$ cat src/rtl/wdg_pkg.sv
// Package: shared constants for the windowed watchdog.
// Assumes a byte-addressed bus with word-aligned registers.
package wdg_pkg;
    localparam int CNT_W = 7;
    localparam int SEL_W = 2;
    localparam int STG_W = (1 << SEL_W) - 1;
    localparam logic [CNT_W-1:0] CNT_RST   = 7'h7F;
    localparam logic [CNT_W-1:0] WIN_RST   = 7'h7F;
    localparam logic [CNT_W-1:0] WARN_VAL  = 7'h40;
    localparam logic [CNT_W-1:0] PRE_WARN  = 7'h41;
    localparam logic [3:0] OFF_CTRL = 4'h0;
    localparam logic [3:0] OFF_CFG  = 4'h4;
    localparam logic [3:0] OFF_STAT = 4'h8;
    localparam int ARM_BIT = 7;
    localparam int SEL_LO  = 7;
    localparam int IEN_BIT = 9;
endpackage

$ cat src/rtl/wdg_prescaler.sv
// Module: two-stage tick generator. The first stage divides by BASE_DIV and
// the second stage keeps one of every 2^sel base wraps.
// Assumes BASE_DIV >= 2. The module is held cleared while run is low, so
// the phase starts at arming.
module wdg_prescaler #(
    parameter int BASE_DIV = 4096
) (
    input  logic                       clk,
    input  logic                       rst_n,
    input  logic                       run,
    input  logic [wdg_pkg::SEL_W-1:0]  sel,
    output logic                       tick
);
    import wdg_pkg::*;
    localparam int BW = (BASE_DIV > 2) ? $clog2(BASE_DIV) : 1;
    localparam logic [BW-1:0] BASE_MAX = BW'(BASE_DIV - 1);

    logic [BW-1:0]    base_q;
    logic [STG_W-1:0] stage_q;
    logic             base_wrap;
    logic [STG_W-1:0] mask;

    // Marks the last cycle of each base period.
    always_comb begin
        base_wrap = run && (base_q == BASE_MAX);
        mask      = STG_W'((1 << sel) - 1);
        tick      = base_wrap && ((stage_q & mask) == mask);
    end

    // Advances both divider stages and clears them when stopped.
    always_ff @(posedge clk) begin
        if (!rst_n || !run) begin
            base_q  <= '0;
            stage_q <= '0;
        end else if (base_wrap) begin
            base_q  <= '0;
            stage_q <= stage_q + 1'b1;
        end else begin
            base_q  <= base_q + 1'b1;
        end
    end


    tick_spacing_chk: assert property (@(posedge clk) disable iff (!rst_n)
        tick |=> !tick);
endmodule

$ cat src/rtl/wdg_core.sv
// Module: watchdog down-counter with the arm bit, the window check and the
// timeout check.
// Assumes ld lasts one cycle. A load takes precedence over a tick in the
// same cycle.
module wdg_core (
    input  logic                       clk,
    input  logic                       rst_n,
    input  logic                       tick,
    input  logic                       ld,
    input  logic [wdg_pkg::CNT_W-1:0]  ld_val,
    input  logic                       ld_arm,
    input  logic [wdg_pkg::CNT_W-1:0]  window,
    output logic [wdg_pkg::CNT_W-1:0]  cnt,
    output logic                       armed,
    output logic                       fault,
    output logic                       hit_warn,
    output logic                       rst_req
);
    import wdg_pkg::*;
    localparam int MSB = CNT_W - 1;

    logic [CNT_W-1:0] cnt_q, cnt_d;
    logic             arm_q, arm_d;
    logic             early, late;

    // Computes the next counter and arm state and flags both fault kinds.
    always_comb begin
        cnt_d = cnt_q;
        arm_d = arm_q;
        if (ld) begin
            cnt_d = ld_val;
            arm_d = arm_q | ld_arm;
        end else if (arm_q && tick) begin
            cnt_d = cnt_q - 1'b1;
        end
        early    = ld && arm_q && (cnt_q > window);
        late     = arm_d && !cnt_d[MSB];
        fault    = early || late;
        hit_warn = arm_q && tick && !ld && (cnt_q == PRE_WARN);
    end

    // Holds the counter state. Any fault returns it to the reset values.
    always_ff @(posedge clk) begin
        if (!rst_n || fault) begin
            cnt_q <= CNT_RST;
            arm_q <= 1'b0;
        end else begin
            cnt_q <= cnt_d;
            arm_q <= arm_d;
        end
    end

    // Registers the one-cycle reset request.
    always_ff @(posedge clk) begin
        if (!rst_n) rst_req <= 1'b0;
        else        rst_req <= fault;
    end

    assign cnt   = cnt_q;
    assign armed = arm_q;


    armed_bit6_chk: assert property (@(posedge clk) disable iff (!rst_n)
        arm_q |-> cnt_q[MSB]);

    req_pulse_chk: assert property (@(posedge clk) disable iff (!rst_n)
        rst_req |=> !rst_req);

    req_clears_chk: assert property (@(posedge clk) disable iff (!rst_n)
        rst_req |-> (!arm_q && cnt_q == CNT_RST));

    idle_hold_chk: assert property (@(posedge clk) disable iff (!rst_n)
        (!arm_q && !ld) |=> $stable(cnt_q));

    arm_sticky_chk: assert property (@(posedge clk) disable iff (!rst_n)
        (arm_q && !fault) |=> arm_q);
endmodule

$ cat src/rtl/winwdog.sv
// Module: top of the windowed watchdog. It holds the configuration and
// status registers, decodes the bus and instances the prescaler and core.
// Assumes single-cycle writes and a combinational read path.
module winwdog #(
    parameter int BASE_DIV = 4096,
    parameter int AW       = 4,
    parameter int DW       = 32
) (
    input  logic          clk,
    input  logic          rst_n,
    input  logic [AW-1:0] bus_addr,
    input  logic          bus_wr,
    input  logic [DW-1:0] bus_wdata,
    output logic [DW-1:0] bus_rdata,
    output logic          rst_req,
    output logic          irq
);
    import wdg_pkg::*;

    logic [CNT_W-1:0] win_q;
    logic [SEL_W-1:0] sel_q;
    logic             ien_q;
    logic             flag_q;
    logic             wr_ctrl, wr_cfg, wr_stat;
    logic             tick, fault, hit_warn, armed;
    logic [CNT_W-1:0] cnt;
    logic             unused_wdata;

    // Decodes the write strobes by offset.
    always_comb begin
        wr_ctrl = bus_wr && (bus_addr == AW'(OFF_CTRL));
        wr_cfg  = bus_wr && (bus_addr == AW'(OFF_CFG));
        wr_stat = bus_wr && (bus_addr == AW'(OFF_STAT));
    end

    assign unused_wdata = ^bus_wdata[DW-1:IEN_BIT+1];

    wdg_prescaler #(.BASE_DIV(BASE_DIV)) u_pre (
        .clk  (clk),
        .rst_n(rst_n),
        .run  (armed),
        .sel  (sel_q),
        .tick (tick)
    );

    wdg_core u_core (
        .clk     (clk),
        .rst_n   (rst_n),
        .tick    (tick),
        .ld      (wr_ctrl),
        .ld_val  (bus_wdata[CNT_W-1:0]),
        .ld_arm  (bus_wdata[ARM_BIT]),
        .window  (win_q),
        .cnt     (cnt),
        .armed   (armed),
        .fault   (fault),
        .hit_warn(hit_warn),
        .rst_req (rst_req)
    );

    // Updates the configuration fields. The interrupt enable can only be set.
    always_ff @(posedge clk) begin
        if (!rst_n || fault) begin
            win_q <= WIN_RST;
            sel_q <= '0;
            ien_q <= 1'b0;
        end else if (wr_cfg) begin
            win_q <= bus_wdata[CNT_W-1:0];
            sel_q <= bus_wdata[SEL_LO +: SEL_W];
            ien_q <= ien_q | bus_wdata[IEN_BIT];
        end
    end

    // Sets the warning flag at 0x40. A written 0 clears it, and a set wins over a clear.
    always_ff @(posedge clk) begin
        if (!rst_n || fault)          flag_q <= 1'b0;
        else if (hit_warn)            flag_q <= 1'b1;
        else if (wr_stat && !bus_wdata[0]) flag_q <= 1'b0;
    end

    // Selects the read-back word by offset.
    always_comb begin
        bus_rdata = '0;
        if (bus_addr == AW'(OFF_CTRL))
            bus_rdata = DW'({armed, cnt});
        else if (bus_addr == AW'(OFF_CFG))
            bus_rdata = DW'({ien_q, sel_q, win_q});
        else if (bus_addr == AW'(OFF_STAT))
            bus_rdata = DW'(flag_q);
    end

    assign irq = flag_q && ien_q;


    irq_gate_chk: assert property (@(posedge clk) disable iff (!rst_n)
        irq |-> ien_q);

    flag_rise_chk: assert property (@(posedge clk) disable iff (!rst_n)
        $rose(flag_q) |-> (cnt == WARN_VAL));

    ien_sticky_chk: assert property (@(posedge clk) disable iff (!rst_n)
        (ien_q && !fault) |=> ien_q);
endmodule

$ cat config.mk
export PLATFORM = sky130hd
export DESIGN_NAME = winwdog
export DESIGN_NICKNAME = d
export VERILOG_FILES = /design/src/rtl/wdg_pkg.sv /design/src/rtl/wdg_prescaler.sv /design/src/rtl/wdg_core.sv /design/src/rtl/winwdog.sv
export SDC_FILE = /design/constraint.sdc
export NUM_CORES = 1
export LEC_CHECK = 0
export ABC_AREA = 1
export BUFFER_PORTS_ARGS = -buffer_cell sky130_fd_sc_hd__buf_2
export CORE_ASPECT_RATIO = 1.4
export CORE_MARGIN = 5
export CORE_UTILIZATION = 51
export CTS_BUF_LIST = sky130_fd_sc_hd__clkbuf_4 sky130_fd_sc_hd__clkbuf_8
export CTS_CLUSTER_SIZE = 25
export DETAILED_ROUTE_END_ITERATION = 16
export HOLD_SLACK_MARGIN = 0.08
export PLACE_DENSITY = 0.8
export SLEW_MARGIN = 20
export SYNTH_ARGS = -nofsm -noshare
export SYNTH_HDL_FRONTEND = slang
export SYNTH_HIERARCHICAL = 1
export SYNTH_SLANG_ARGS = --single-unit
$ cat constraint.sdc
create_clock -name clk -period 3.4 [get_ports clk]
set_clock_uncertainty 0.2 [all_clocks]
set_input_delay 0.17 -clock clk [delete_from_list [all_inputs] [get_ports clk]]
set_output_delay 0.17 -clock clk [all_outputs]
set_load 0.03 [all_outputs]
Yosys cells after proc, flatten, opt, wreduce, memory -nomap -nowiden --
Cells that the tools add are included.
Storage, ports and cells: word-level logic and storage cells 57, register bits 35
Operators by class: shift-type cells 1, multiplexer cells 8, order comparisons 1, bitwise gates (word level) 3, reduce and logical (&&, ||, !) cells 25, $add $sub $neg 4, equality and inequality tests 5
Operators by type and width (number):
- 2-to-1 mux 10 bit | 2
- 2-to-1 mux 7 bit | 2
- logical AND 1 bit | 13
- adder 12 x 1 -> 12 bit (second input constant) | 1
- == test 12 bit (second input constant) | 1
- == test 7 bit (second input constant) | 1
- > comparator 7 bit | 1
- subtractor 7 x 1 -> 7 bit (second input constant) | 1
- zero test 1 bit | 5
- == test 4 x 3 -> 1 bit (second input constant) | 1
- == test 4 bit (second input constant) | 1
- zero test 4 bit | 1
- 2-to-1 mux 1 bit | 4
- nonzero test 2 bit | 2
- adder 3 x 1 -> 3 bit (second input constant) | 1
- bitwise AND 3 bit | 1
- == test 3 bit | 1
- logical OR 1 bit | 3
- << shifter 1 x 2 -> 3 bit (first input constant) | 1
- subtractor 3 x 2 -> 3 bit (second input constant) | 1
- bitwise OR 1 bit | 2
- OR reduction 2 bit | 1

Depth between registers and ports, before layout --
Gate-level depths: netlist of the first run.
depth in word-level cells 12, depth in mapped cells 16, mapped depth without buffers 16

Hierarchy --
The synthesis of the first run kept the hierarchy.
By module, submodules not included:
- wdg_prescaler | cells each 104, area each 810.8 µm², times used 1
- wdg_core | cells each 115, area each 779.5 µm², times used 1
- winwdog | cells each 120, area each 763.2 µm², times used 1

Worst setup path before layout of the first run --
OpenSTA, ideal clock, no wires.
path type flip-flop to flip-flop, from register u_pre.base_q[0], to register flag_q, library setup time 0.070 ns, buffers on the path 0, period minus slack after synthesis 2.355 ns, data required time 3.130 ns, slack 1.045 ns, stages on the path, launching flop included 16, data arrival time 2.085 ns, cell sequence dfxtp_1 -> ha_1 -> nand2_1 -> nor2_4 -> nand3_4 -> a21oi_1 -> nand2_2 -> nor2_2 -> nand3_1 -> nand3_2 -> nand2_4 -> nand2_4 -> nand2_1 -> nor2_2 -> inv_1 -> a21oi_1
Between the ends: word-level cells in the longest chain between the ends 10, elaborated cells on any way between the ends 14, classes of those cells 1 x eq/ne; 3 x mux; 10 x reduce/logical
Ends and longest elaborated chain:
- from (decl) | line wdg_prescaler.sv:18 | logic [BW-1:0] base_q;
- from (signal assigned) | line wdg_prescaler.sv:39 | base_q <= base_q + 1'b1;
- == test 12 bit | line wdg_prescaler.sv:25 | base_wrap = run && (base_q == BASE_MAX);
- logical AND 1 bit | line wdg_prescaler.sv:25
- logical AND 1 bit | line wdg_prescaler.sv:27 | tick = base_wrap && ((stage_q & mask) == mask);
- net tick | line winwdog.sv:25 | logic tick, fault, hit_warn, armed;
- logical AND 1 bit | line wdg_core.sv:33 | end else if (arm_q && tick) begin
- 2-to-1 mux 7 bit | line wdg_core.sv:33
- 2-to-1 mux 7 bit | line wdg_core.sv:30 | if (ld) begin
- zero test 1 bit | line wdg_core.sv:37 | late = arm_d && !cnt_d[MSB];
- logical AND 1 bit | line wdg_core.sv:37
- logical OR 1 bit | line wdg_core.sv:38 | fault = early || late;
- net fault | line winwdog.sv:25
- logical OR 1 bit | line winwdog.sv:76 | if (!rst_n || fault) flag_q <= 1'b0;
- to (signal assigned) | line winwdog.sv:76
- to (signal assigned) | line winwdog.sv:77 | else if (hit_warn) flag_q <= 1'b1;
- to (signal assigned) | line winwdog.sv:78 | else if (wr_stat && !bus_wdata[0]) flag_q <= 1'b0;
- to (decl) | line winwdog.sv:23 | logic flag_q;
The timed path passes the listed nets, and every way through them passes these cells. The select of a mux whose other input is x is not followed. A chain may end at the register's enable or synchronous reset.

Final worst setup path of the first run --
Ends and elaborated chain as after synthesis.

==> summary.md, run 1 <==
| Metric | Value |
|---|---|
| Outcome | finished, final reports clean |
| Critical Path Sink Type | flop |
| Cell Area, Synth | 2350 um^2 |
| I/O Buffers | 28 |
| Most frequent cell after synthesis | nand2_1 |
| Yosys reg bits | 35 |
| Drt total wl | 5.05 mm |
| Slew HR | 0.659 |
| Fin worst setup slack | 0.631 ns |
| Fin cells | 445 |
| Drt first pass iters | 4 |
| GRT Util Overall | 0.186 |
| Longest Clk Path Bufs | 2 |
| HP Class | primary input to flop |
| # setup viols final | 0 |
| Final hold vios | 0 |
| Share of cells above drive strength 1 | 0.188 |
| Final instance area | 2650 um^2 |
| HP Start | bus_addr[0] |
| Syn Inst Count | 339 |
| Wire length per cell | 11.3 um |
| Slew Limit Fails | 0 |
| Leak | 1.36 nW |
| CTS tree | yes |
| Post-synthesis mux area share | 0 |
| Largest net degree at the start of global routing | 13 |
| Crit-path cells | ha_1 > nand2_1 > nor2_4 > nand3_4 > a21oi_1 > nand2_2 > nor2_2 > nand3_1 > nand3_2 > nand2_4 > nand2_4 > nand2_1 > nor2_2 > inv_1 > a21oi_1 |
| Area post-placement | 2450 um^2 |
| Clock power share | 0.354 |
| Adder-Cell Fraction of Synth Area | 0.0585 |
| Final Power | 0.827 mW |
| Synth area leaders | dfxtp_1 30%, nand2_1 14%, inv_1 7.7% |
| Clock latency on the worst-skew pair | 0.29 ns |
| GRT overflow | 0 |
| Simple-gate share of the synthesized area | 0.366 |
| Vias per Instance | 4.82 |
| # diodes | 0 |
| Setup crit start | u_pre/base_q[0]$_SDFF_PP0_ |
| WP data required | 3.42 ns |
| Pre-CTS WS | 0.616 ns |
| Worst hold slack | 0.107 ns |
| P_sw | 0.239 mW |
| Die area | 6090 um^2 |
| First DRT Iteration DRCs | 49 |
| Part of the Yosys area used for sequential elements | 0.298 |
| Initial Utilization | 0.523 |
| First-pass GRT wire length | 8.83 mm |
| Worst-margin pin slew | 0.508 ns |
| Post-synth top cells | 89 x nand2_1, 48 x inv_1, 35 x dfxtp_1 |
| RSZ-0062 raised after global routing | no |
| Tcrit/Tclk final | 0.814 |
| Routability cong. | 0.923 |
| Post-synth EDFFs | 0 |
| CP max stage delay | 0.39 ns |
| Cell taking the most area after synthesis | dfxtp_1 |
| Die W | 67.4 um |
| Internal | 0.588 mW |
| Htree depth | 2 |
| Core area | 4500 um^2 |
| Min Tclk post-route | 2.77 ns |
| Fin nets | 432 |
| Rows | 29 |
| Sw Share | 0.289 |
| Number of remaining DRC errors | 0 |
| Max Freq | 361 MHz |
| Yosys top cell area share | 0.298 |
| Final setup TNS | 0 ns |
| Number of global-route vias before repair | 2119 |
| Yosys cell types | 36 |
| Vias | 2144 |
| Dpl cells | 425 |
| Inserted Clock Buffers | 5 |
| Sequential fraction of design power | 0.506 |
| Critical path class | flop to flop |
| Worst IR Drop VDD | 0.235 mV |
| Initial antenna violation count | 0 |
| Post-DP HPWL | 3.81 mm |
| Syn Area/Cell | 6.94 um^2 |
| Layout Utilization | 0.589 |
| Worst Path Arrival | 2.79 ns |
| Ys flop type | dfxtp_1 |
| IO Pins | 73 |
| Startpoint Class | flop |
| Asr flop ratio synth | 0 |
| Slowest-stage cell, CP | nor2_2 |
| Antenna Nets Post-Route | 0 |
| Syn-to-layout area delta | 12.6% |
| Power density cells | 312 nW/um^2 |
| Synth Area in Compound Gates | 0.0750 |
| Post-Synth XOR/XNOR Area | 0.0298 |
| Max-cap violations | 0 |
| Comb power frac | 0.139 |
| Main combinational cell family by area after synthesis | simple AND/OR/NAND/NOR gates |
| Worst-path clk slew | 0.07 ns |
| Die Ht | 90.4 um |
| CP Max Fanout | 10 |
| Clk sinks | 35 |
| Startpoint of the worst register-to-register path | u_pre/base_q[0]$_SDFF_PP0_ |
| CTS root buf | clkbuf_8 |
| Postcts setup bufs | 0 |
| Syn. warnings | 6 |
| PostCTS Resize Cnt | 0 |
area by class of cell:
class,count,area (um^2)
Clock buffer,5,68.8
Clock inverter,3,15.0
Fill cell,448,1850
Inverter,51,191
Multi-Input combinational cell,248,1330
Sequential cell,35,701
Tap cell,62,77.6
Timing Repair Buffer,41,268
metal layers:
metal,track usage,up-vias,part of all wire
met3,0.0511,17,0.043
met1,0.182,980,0.39
met2,0.333,48,0.53
li1,-,1099,-
met4,0.107,0,0.035
met5,0,-,0
worst max-delay path: cells and delay by family (launching register included):
kind,cells,cell delay (ns)
AO/OA/AOI/OAI,2,0.33
adder cells (fa/ha/maj),1,0.22
buffers and inverters,1,0.11
flip-flops,1,0.38
AND/OR/NAND/NOR,11,1.46
power by group through the flow:
stage	clock network, mW	registers (mW)	logic [mW]
5_1_grt	0.326	0.419	0.128
3_5_place_dp	0	0.428	0.103
6_report	0.293	0.419	0.115
4_1_cts	0.305	0.419	0.114
2_1_floorplan	0	0.427	0.0981
3_3_place_gp	0	0.428	0.101
logic make-up after synthesis:
logic type / after synthesis
simple gates: 178
other cells: 1
xor+xnor: 8
compound gates: 29
buf+inv: 77
flops: 35
fa+ha+maj: 11
layout by cell type, fill, tap and decap left out, drive strengths merged, types with 5 or more instances in the layout:
| cell type | instances |
|---|---|
| buf | 29 |
| nor2 | 40 |
| dlygate4sd3 | 12 |
| xor2 | 5 |
| conb | 22 |
| nand4 | 12 |
| ha | 11 |
| nand2 | 97 |
| inv | 51 |
| nand3 | 23 |
| a21oi | 14 |
| o21ai | 8 |
| clkbuf | 5 |
| dfxtp | 35 |
worst paths after layout:
kind / slack [ns] / to / cells after the start
max reg2reg: 0.63 / flag_q$_SDFFE_PP0P_ / 15
min: 0.11 / flag_q$_SDFFE_PP0P_ / 5
max: 0.63 / flag_q$_SDFFE_PP0P_ / 15
min reg2reg: 0.27 / u_pre/base_q[0]$_SDFF_PP0_ / 1
timing repair:
action | CTS | global route
hold endpoints to repair | 20 | 0
hold buffers | 12 | 0
endpoints found under the setup margin | 0 | 0
state kept, by name (all words and copies together) (netlist names):
signal and count:
sel_q 2, u_core/armed 1, u_core/rst_req 1, win_q 7
u_pre/stage_q 3, flag_q 1, ien_q 1, u_core/cnt 7
u_pre/base_q 12
No activity file was read; power rests on OpenSTA's default activity.
==> run 2: changes to the inputs <==
--- a/config.mk
+++ b/config.mk
@@ -9,12 +9,12 @@
 export BUFFER_PORTS_ARGS = -buffer_cell sky130_fd_sc_hd__buf_2
 export CORE_ASPECT_RATIO = 1.4
 export CORE_MARGIN = 5
-export CORE_UTILIZATION = 51
+export CORE_UTILIZATION = 48
 export CTS_BUF_LIST = sky130_fd_sc_hd__clkbuf_4 sky130_fd_sc_hd__clkbuf_8
 export CTS_CLUSTER_SIZE = 25
 export DETAILED_ROUTE_END_ITERATION = 16
 export HOLD_SLACK_MARGIN = 0.08
-export PLACE_DENSITY = 0.8
+export PLACE_DENSITY = 0.79
 export SLEW_MARGIN = 20
 export SYNTH_ARGS = -nofsm -noshare
 export SYNTH_HDL_FRONTEND = slang
==> constraint.sdc (replaced) <==
create_clock -name clk -period 2.4 [get_ports clk]
set_clock_uncertainty 0.2 [all_clocks]
set_input_delay 0.12 -clock clk [delete_from_list [all_inputs] [get_ports clk]]
set_output_delay 0.12 -clock clk [all_outputs]
set_load 0.03 [all_outputs]
==> summary.md, run 2 (synthesis results as in run 1) <==
| Metric | Value |
|---|---|
| Outcome | finished, final reports clean (unchanged) |
| Most frequent cells in the layout | 88 x nand2_1, 48 x inv_1, 33 x dfxtp_1 (was 89 x nand2_1, 48 x inv_1, 35 x dfxtp_1) |
| Critical path class | flop to flop (unchanged) |
| Worst-path clk slew | 0.07 ns (about the same) |
| Die area | 6420 um^2 (was 6090 um^2) |
| Die Ht | 92.9 um (was 90.4 um) |
| # diodes | 0 (unchanged) |
| Drt total wl | 5.29 mm (was 5.05 mm) |
| Number of global-route vias before repair | 2125 (was 2119) |
| Fin worst setup slack | 0.188 ns (was 0.631 ns) |
| Routability cong. | 0.845 (was 0.923) |
| Min Tclk post-route | 2.21 ns (was 2.77 ns) |
| Pre-CTS WS | 0.0258 ns (was 0.616 ns) |
| Worst Path Arrival | 2.18 ns (was 2.79 ns) |
| Max Freq | 452 MHz (was 361 MHz) |
| # setup viols final | 0 (unchanged) |
| Worst hold slack | 0.105 ns (was 0.107 ns) |
| Vias | 2201 (was 2144) |
| IO Pins | 73 (unchanged) |
| Crit-path cells | ha_2 > nand2_1 > nor2_4 > nand3_4 > a21oi_2 > nand2_2 > nor2_2 > nand3_1 > nand3_2 > nand2_4 > nand2_4 > nand2_2 > nor2_4 > buf_6 > nand3_1 (was ha_1 > nand2_1 > nor2_4 > nand3_4 > a21oi_1 > nand2_2 > nor2_2 > nand3_1 > nand3_2 > nand2_4 > nand2_4 > nand2_1 > nor2_2 > inv_1 > a21oi_1) |
| Clock latency on the worst-skew pair | 0.29 ns (about the same) |
| CP Max Fanout | 7 (was 10) |
| HP Class | primary input to flop (unchanged) |
| WP data required | 2.37 ns (was 3.42 ns) |
| Slew HR | 0.649 (was 0.659) |
| Max reg flops | 12 (unchanged) |
| Fin nets | 446 (was 432) |
| Number of remaining DRC errors | 0 (unchanged) |
| Comb power frac | 0.140 (was 0.139) |
| Core area | 4800 um^2 (was 4500 um^2) |
| Die W | 69.2 um (was 67.4 um) |
| Drt first pass iters | 4 (unchanged) |
| Layout fillers | 444 (was 448) |
| FF+latch area | 703 um^2 (was 701 um^2) |
| Initial antenna violation count | 0 (unchanged) |
| Longest Clk Path Bufs | 2 (unchanged) |
| Wire length per cell | 11.5 um (was 11.3 um) |
| Final hold vios | 0 (unchanged) |
| Clk sinks | 35 (unchanged) |
| Clock power share | 0.388 (was 0.354) |
| Worst-margin pin slew | 0.523 ns (was 0.508 ns) |
| I/O Buffers | 28 (unchanged) |
| GRT Util Overall | 0.166 (was 0.186) |
| Critical Path Sink Type | flop (unchanged) |
| Rows | 30 (was 29) |
| Power density cells | 447 nW/um^2 (was 312 nW/um^2) |
| Reg with most FFs | u_pre/base_q (unchanged) |
| Post-DP HPWL | 3.96 mm (was 3.81 mm) |
| Largest net degree at the start of global routing | 13 (unchanged) |
| CTS tree | yes (unchanged) |
| CP max stage delay | 0.34 ns (was 0.39 ns) |
| First DRT Iteration DRCs | 88 (was 49) |
| Vias per Instance | 4.77 (was 4.82) |
| Slew Limit Fails | 0 (unchanged) |
| Internal | 0.916 mW (was 0.588 mW) |
| Final Power | 1.26 mW (was 0.827 mW) |
| Multi-input logic area | 1340 um^2 (was 1330 um^2) |
| Inserted Clock Buffers | 5 (unchanged) |
| Worst IR Drop VDD | 0.320 mV (was 0.235 mV) |
| Sequential fraction of design power | 0.472 (was 0.506) |
| Slowest-stage cell, CP | dfxtp_2 (was nor2_2) |
| Startpoint Class | flop (unchanged) |
| Sw Share | 0.270 (was 0.289) |
| First-pass GRT wire length | 8.79 mm (was 8.83 mm) |
| Max-cap violations | 0 (unchanged) |
| GRT overflow | 0 (unchanged) |
| Share of cells above drive strength 1 | 0.219 (was 0.188) |
| Syn-to-layout area delta | 19.3% (was 12.6%) |
| Initial Utilization | 0.490 (was 0.523) |
| Tcrit/Tclk final | 0.922 (was 0.814) |
| Most common cell after layout, fill and taps aside | nand2_1 (unchanged) |
| Antenna Nets Post-Route | 0 (unchanged) |
| CTS root buf | clkbuf_8 (unchanged) |
| P_sw | 0.339 mW (was 0.239 mW) |
| Leak | 1.43 nW (was 1.36 nW) |
| Htree depth | 2 (unchanged) |
-- run 2: cell count changes in the layout (fill, tap and decap cells not counted), sizes merged --
cell / change
clkbuf: +3
dlygate4sd3: +4
buf: +10
clkinv: -3
-- run 2: final cells by class --
class,count,area share
multi-input combinational,248,0.478
timing repair buffer,55,0.138
sequential,35,0.250
clock buffer,8,0.0370
tap,64,0.0285
inverter,51,0.0682
-- run 2: power by group through the flow --
stage          Combinational, mW  Sequential (mW)  Clock, mW
2_1_floorplan              0.139            0.605          0
5_1_grt                    0.190            0.593      0.525
3_3_place_gp               0.149            0.605          0
3_5_place_dp               0.151            0.605          0
6_report                   0.176            0.592      0.487
4_1_cts                    0.171            0.592      0.497
-- run 2: per-layer routing --
layer,share of wire,GRT usage,up-vias
met5,0,0,-
met2,0.55,0.320,57
met4,0.025,0.0782,0
li1,-,-,1128
met1,0.38,0.166,1002
met3,0.047,0.0358,14
-- run 2: stage by stage --
| stage | util | std cells | setup TNS [ns] | area [um^2] |
|---|---|---|---|---|
| after floorplan | - | 360 | 0 | 2430 |
| after global placement | 0.524 | 436 | 0 | 2520 |
| after detailed placement | 0.524 | 436 | 0 | 2520 |
| after CTS | 0.579 | 460 | 0 | 2780 |
| after global routing | 0.584 | 461 | -0.0296 | 2810 |
| final | 0.584 | 461 | 0 | 2810 |
-- run 2: worst paths after layout --
path / from / end / slack, ns / cells after the start
setup / recovery: u_pre/base_q[1]$_SDFF_PP0_ / win_q[1]$_SDFFE_PP1P_ / 0.19 / 15
hold / removal: bus_wr / flag_q$_SDFFE_PP0P_ / 0.11 / 6
setup reg to reg: u_pre/base_q[1]$_SDFF_PP0_ / win_q[1]$_SDFFE_PP1P_ / 0.19 / 15
hold reg to reg: ien_q$_SDFFE_PP0P_ / ien_q$_SDFFE_PP0P_ / 0.29 / 2
-- run 2: repair_timing --
item / CTS / global route
hold endpoints to repair: 20 / 0
hold buffers: 16 / 0
endpoints found under the setup margin: 0 / 11
setup buffers: 0 / 1
resized for setup: 0 / 7
-- run 2: worst max-delay path: cells and delay by family (launching register included) --
kind,cells,cell delay (ns)
compound gates,1,0.12
buf+inv,1,0.14
simple gates,12,1.08
flops,1,0.34
fa+ha+maj,1,0.19
==> run 3: changes to the inputs <==
--- a/config.mk
+++ b/config.mk
@@ -5,12 +5,12 @@
 export SDC_FILE = /design/constraint.sdc
 export NUM_CORES = 1
 export LEC_CHECK = 0
-export ABC_AREA = 1
 export BUFFER_PORTS_ARGS = -buffer_cell sky130_fd_sc_hd__buf_2
 export CORE_ASPECT_RATIO = 1.4
-export CORE_MARGIN = 5
+export CORE_MARGIN = 3
 export CORE_UTILIZATION = 48
 export CTS_BUF_LIST = sky130_fd_sc_hd__clkbuf_4 sky130_fd_sc_hd__clkbuf_8
+export CTS_CLUSTER_DIAMETER = 200
 export CTS_CLUSTER_SIZE = 25
 export DETAILED_ROUTE_END_ITERATION = 16
 export HOLD_SLACK_MARGIN = 0.08
==> summary.md, run 3 <==
| Metric | Value |
|---|---|
| CTS root buf | clkbuf_8 (unchanged) |
| HP Start | bus_addr[3] (was bus_wr) |
| GRT overflow | 0 (unchanged) |
| Cell Area, Synth | 2280 um^2 (was 2350 um^2) |
| Reg-to-reg endpoint | u_core/cnt[1]$_SDFFE_PP1P_ (was win_q[1]$_SDFFE_PP1P_) |
| Clock latency on the worst-skew pair | 0.29 ns (about the same) |
| Syn Area/Cell | 8.43 um^2 (was 6.94 um^2) |
| Max Freq | 430 MHz (was 452 MHz) |
| First DRT Iteration DRCs | 84 (was 88) |
| Number of global-route vias before repair | 2072 (was 2125) |
| Multi-input logic area | 1430 um^2 (was 1340 um^2) |
| I/O Buffers | 28 (unchanged) |
| Power density cells | 428 nW/um^2 (was 447 nW/um^2) |
| Yosys reg bits | 35 (unchanged) |
| Worst Path Arrival | 2.36 ns (was 2.18 ns) |
| Most frequent cells in the layout | 29 x dfxtp_1, 28 x buf_2, 22 x conb_1 (was 88 x nand2_1, 48 x inv_1, 33 x dfxtp_1) |
| Worst-path clk slew | 0.07 ns (about the same) |
| Min Tclk post-route | 2.32 ns (was 2.21 ns) |
| FF+latch area | 708 um^2 (was 703 um^2) |
| CP Max Fanout | 5 (was 7) |
| Share of cells above drive strength 1 | 0.235 (was 0.219) |
| Vias per Instance | 5.40 (was 4.77) |
| Largest net degree at the start of global routing | 17 (was 13) |
| Die W | 64.3 um (was 69.2 um) |
| Rows | 29 (was 30) |
| GRT Util Overall | 0.202 (was 0.166) |
| Longest Clk Path Bufs | 2 (unchanged) |
| Core area | 4570 um^2 (was 4800 um^2) |
| HP Class | primary input to flop (unchanged) |
| First-pass GRT wire length | 8.94 mm (was 8.79 mm) |
| Fin nets | 382 (was 446) |
| WP data required | 2.43 ns (was 2.37 ns) |
| Post-synth top cells | 35 x dfxtp_1, 24 x buf_4, 21 x nand3_1 (was 89 x nand2_1, 48 x inv_1, 35 x dfxtp_1) |
| Final hold vios | 0 (unchanged) |
| Wire length per cell | 14.6 um (was 11.5 um) |
| IO Pins | 73 (unchanged) |
| Startpoint Class | flop (unchanged) |
| Reg2Reg Setup Slack | 0.08 ns (was 0.19 ns) |
| Pre-CTS WS | 0.0560 ns (was 0.0258 ns) |
| Antenna Nets Post-Route | 0 (unchanged) |
| Critical path class | flop to flop (unchanged) |
| Outcome | finished, final reports clean (unchanged) |
| Max-cap violations | 0 (unchanged) |
| Startpoint of the worst register-to-register path | u_pre/base_q[6]$_SDFF_PP0_ (was u_pre/base_q[1]$_SDFF_PP0_) |
| Yosys top cell area share | 0.307 (was 0.298) |
| Reg2Reg Depth | 9 (was 15) |
| Clk sinks | 35 (unchanged) |
| Post-DP HPWL | 4.06 mm (was 3.96 mm) |
| Slew HR | 0.629 (was 0.649) |
| Synth area leaders | dfxtp_1 31%, buf_4 7.9%, ha_1 6.0% (was dfxtp_1 30%, nand2_1 14%, inv_1 7.7%) |
| Reg with most FFs | u_pre/base_q (unchanged) |
| Die Ht | 87.6 um (was 92.9 um) |
| Post-synth EDFFs | 0 (unchanged) |
| Part of the Yosys area used for sequential elements | 0.307 (was 0.298) |
| Cell taking the most area after synthesis | dfxtp_1 (unchanged) |
| Ys flop type | dfxtp_1 (unchanged) |
| # setup viols final | 0 (unchanged) |
| Syn Inst Count | 271 (was 339) |
| Vias | 2126 (was 2201) |
| Inserted Clock Buffers | 5 (unchanged) |
| Fin worst setup slack | 0.0759 ns (was 0.188 ns) |
| CTS tree | yes (unchanged) |
| Drt total wl | 5.74 mm (was 5.29 mm) |
| Initial antenna violation count | 0 (unchanged) |
| Most common cell after layout, fill and taps aside | dfxtp_1 (was nand2_1) |
| Die area | 5640 um^2 (was 6420 um^2) |
| # diodes | 0 (unchanged) |
| Hold Crit Depth | 4 (was 6) |
| Asr flop ratio synth | 0 (unchanged) |
| Worst IR Drop VDD | 0.363 mV (was 0.320 mV) |
| Routability cong. | 0.785 (was 0.845) |
| Worst-margin pin slew | 0.554 ns (was 0.523 ns) |
| Slew Limit Fails | 0 (unchanged) |
| Initial Utilization | 0.500 (was 0.490) |
| Hold EP | flag_q$_SDFFE_PP0P_ (unchanged) |
| Syn. warnings | 6 (unchanged) |
| Critical Path Sink Type | flop (unchanged) |
| Yosys cell types | 48 (was 36) |
| Leak | 1.25 nW (was 1.43 nW) |
| Syn-to-layout area delta | 24.1% (was 19.3%) |
| Drt first pass iters | 4 (unchanged) |
| Tcrit/Tclk final | 0.968 (was 0.922) |
| Htree depth | 2 (unchanged) |
| Max reg flops | 12 (unchanged) |
| Number of remaining DRC errors | 0 (unchanged) |
| Layout Utilization | 0.620 (was 0.584) |
| Most frequent cell after synthesis | dfxtp_1 (was nand2_1) |
| Layout fillers | 405 (was 444) |
-- run 3: cell count changes after synthesis, moves of 5 or more --
cell      previous run  this run
nand2b_1             0         6
nor2_1              25        19
nand2_2              5         0
or3_1                0         6
nand2_1             89        16
mux2i_1              0        13
inv_1               48        16
nor2_2              11         0
o21ai_0              8        15
-- run 3: worst max path at each step --
stage	from	to	cells after the start
after floorplan	u_pre/base_q[6]$_SDFF_PP0_	sel_q[0]$_SDFFE_PP0P_	11
after detailed placement	u_pre/base_q[1]$_SDFF_PP0_	win_q[0]$_SDFFE_PP1P_	10
after global placement	u_pre/base_q[1]$_SDFF_PP0_	u_core/cnt[4]$_SDFFE_PP1P_	10
final	u_pre/base_q[6]$_SDFF_PP0_	u_core/cnt[1]$_SDFFE_PP1P_	9
after global routing	u_pre/base_q[6]$_SDFF_PP0_	win_q[1]$_SDFFE_PP1P_	9
after CTS	u_pre/base_q[1]$_SDFF_PP0_	u_core/cnt[5]$_SDFFE_PP1P_	9
-- run 3: what timing repair did --
action,in CTS,in global routing
endpoints found under the setup margin,0,17
setup buffers,0,1
hold buffers,15,0
hold endpoints to repair,20,0
gates resized for setup,0,5
-- run 3: layout make-up --
class / count / share of cell area
inverters: 16 / 0.0212
clock inverters: 1 / 0.00177
multi-input cells: 209 / 0.506
well taps: 62 / 0.0274
repair buffers: 65 / 0.165
flip-flops and latches: 35 / 0.250
clock buffers: 6 / 0.0291
-- run 3: power by group --
part	switching [mW]	total (mW)	internal, mW	leakage (nW)
clock network	0.216	0.441	0.225	0.0470
registers	0.00557	0.592	0.586	0.286
logic	0.121	0.181	0.0598	0.914
-- run 3: critical path, cell delays in order (launching register included) --
cell       delay [ns]
dfxtp_2          0.37
nand4_4          0.13
nor4_4           0.31
o211a_1          0.23
and4bb_4         0.25
a31oi_1          0.09
nand4bb_1        0.27
buf_4            0.21
buf_12           0.12
nand4_1          0.08
-- run 3: cell families (layout without fill, tap and decap cells) --
family	count (synthesis)	count (layout)	share of synthesized area
buf+inv	48	88	0.132
flops	35	35	0.307
xor+xnor	5	5	0.0192
fa+ha+maj	11	11	0.0602
simple gates	110	110	0.279
other cells	1	22	0.00164
compound gates	48	48	0.144
mux	13	13	0.0570
-- run 3: metrics by stage --
| stage | power [mW] | area [um^2] | hold slack (ns) | cells | setup TNS, ns |
|---|---|---|---|---|---|
| global placement | 0.758 | 2560 | 0.165 | 371 | 0 |
| CTS | 1.22 | 2790 | 0.126 | 393 | 0 |
| global route | 1.25 | 2840 | 0.165 | 394 | -0.313 |
| detailed placement | 0.761 | 2560 | 0.189 | 371 | 0 |
| finish | 1.21 | 2840 | 0.134 | 394 | 0 |
| floorplan | 0.748 | 2410 | 0.0566 | 292 | -0.0243 |
-- run 3: per-layer routing --
layer | GRT usage | up-vias | wire length, um
met5 | 0 | - | 0
met4 | 0.115 | 0 | 205
met3 | 0.0398 | 18 | 221
met2 | 0.389 | 57 | 3210
met1 | 0.198 | 1003 | 2110
li1 | - | 1048 | -
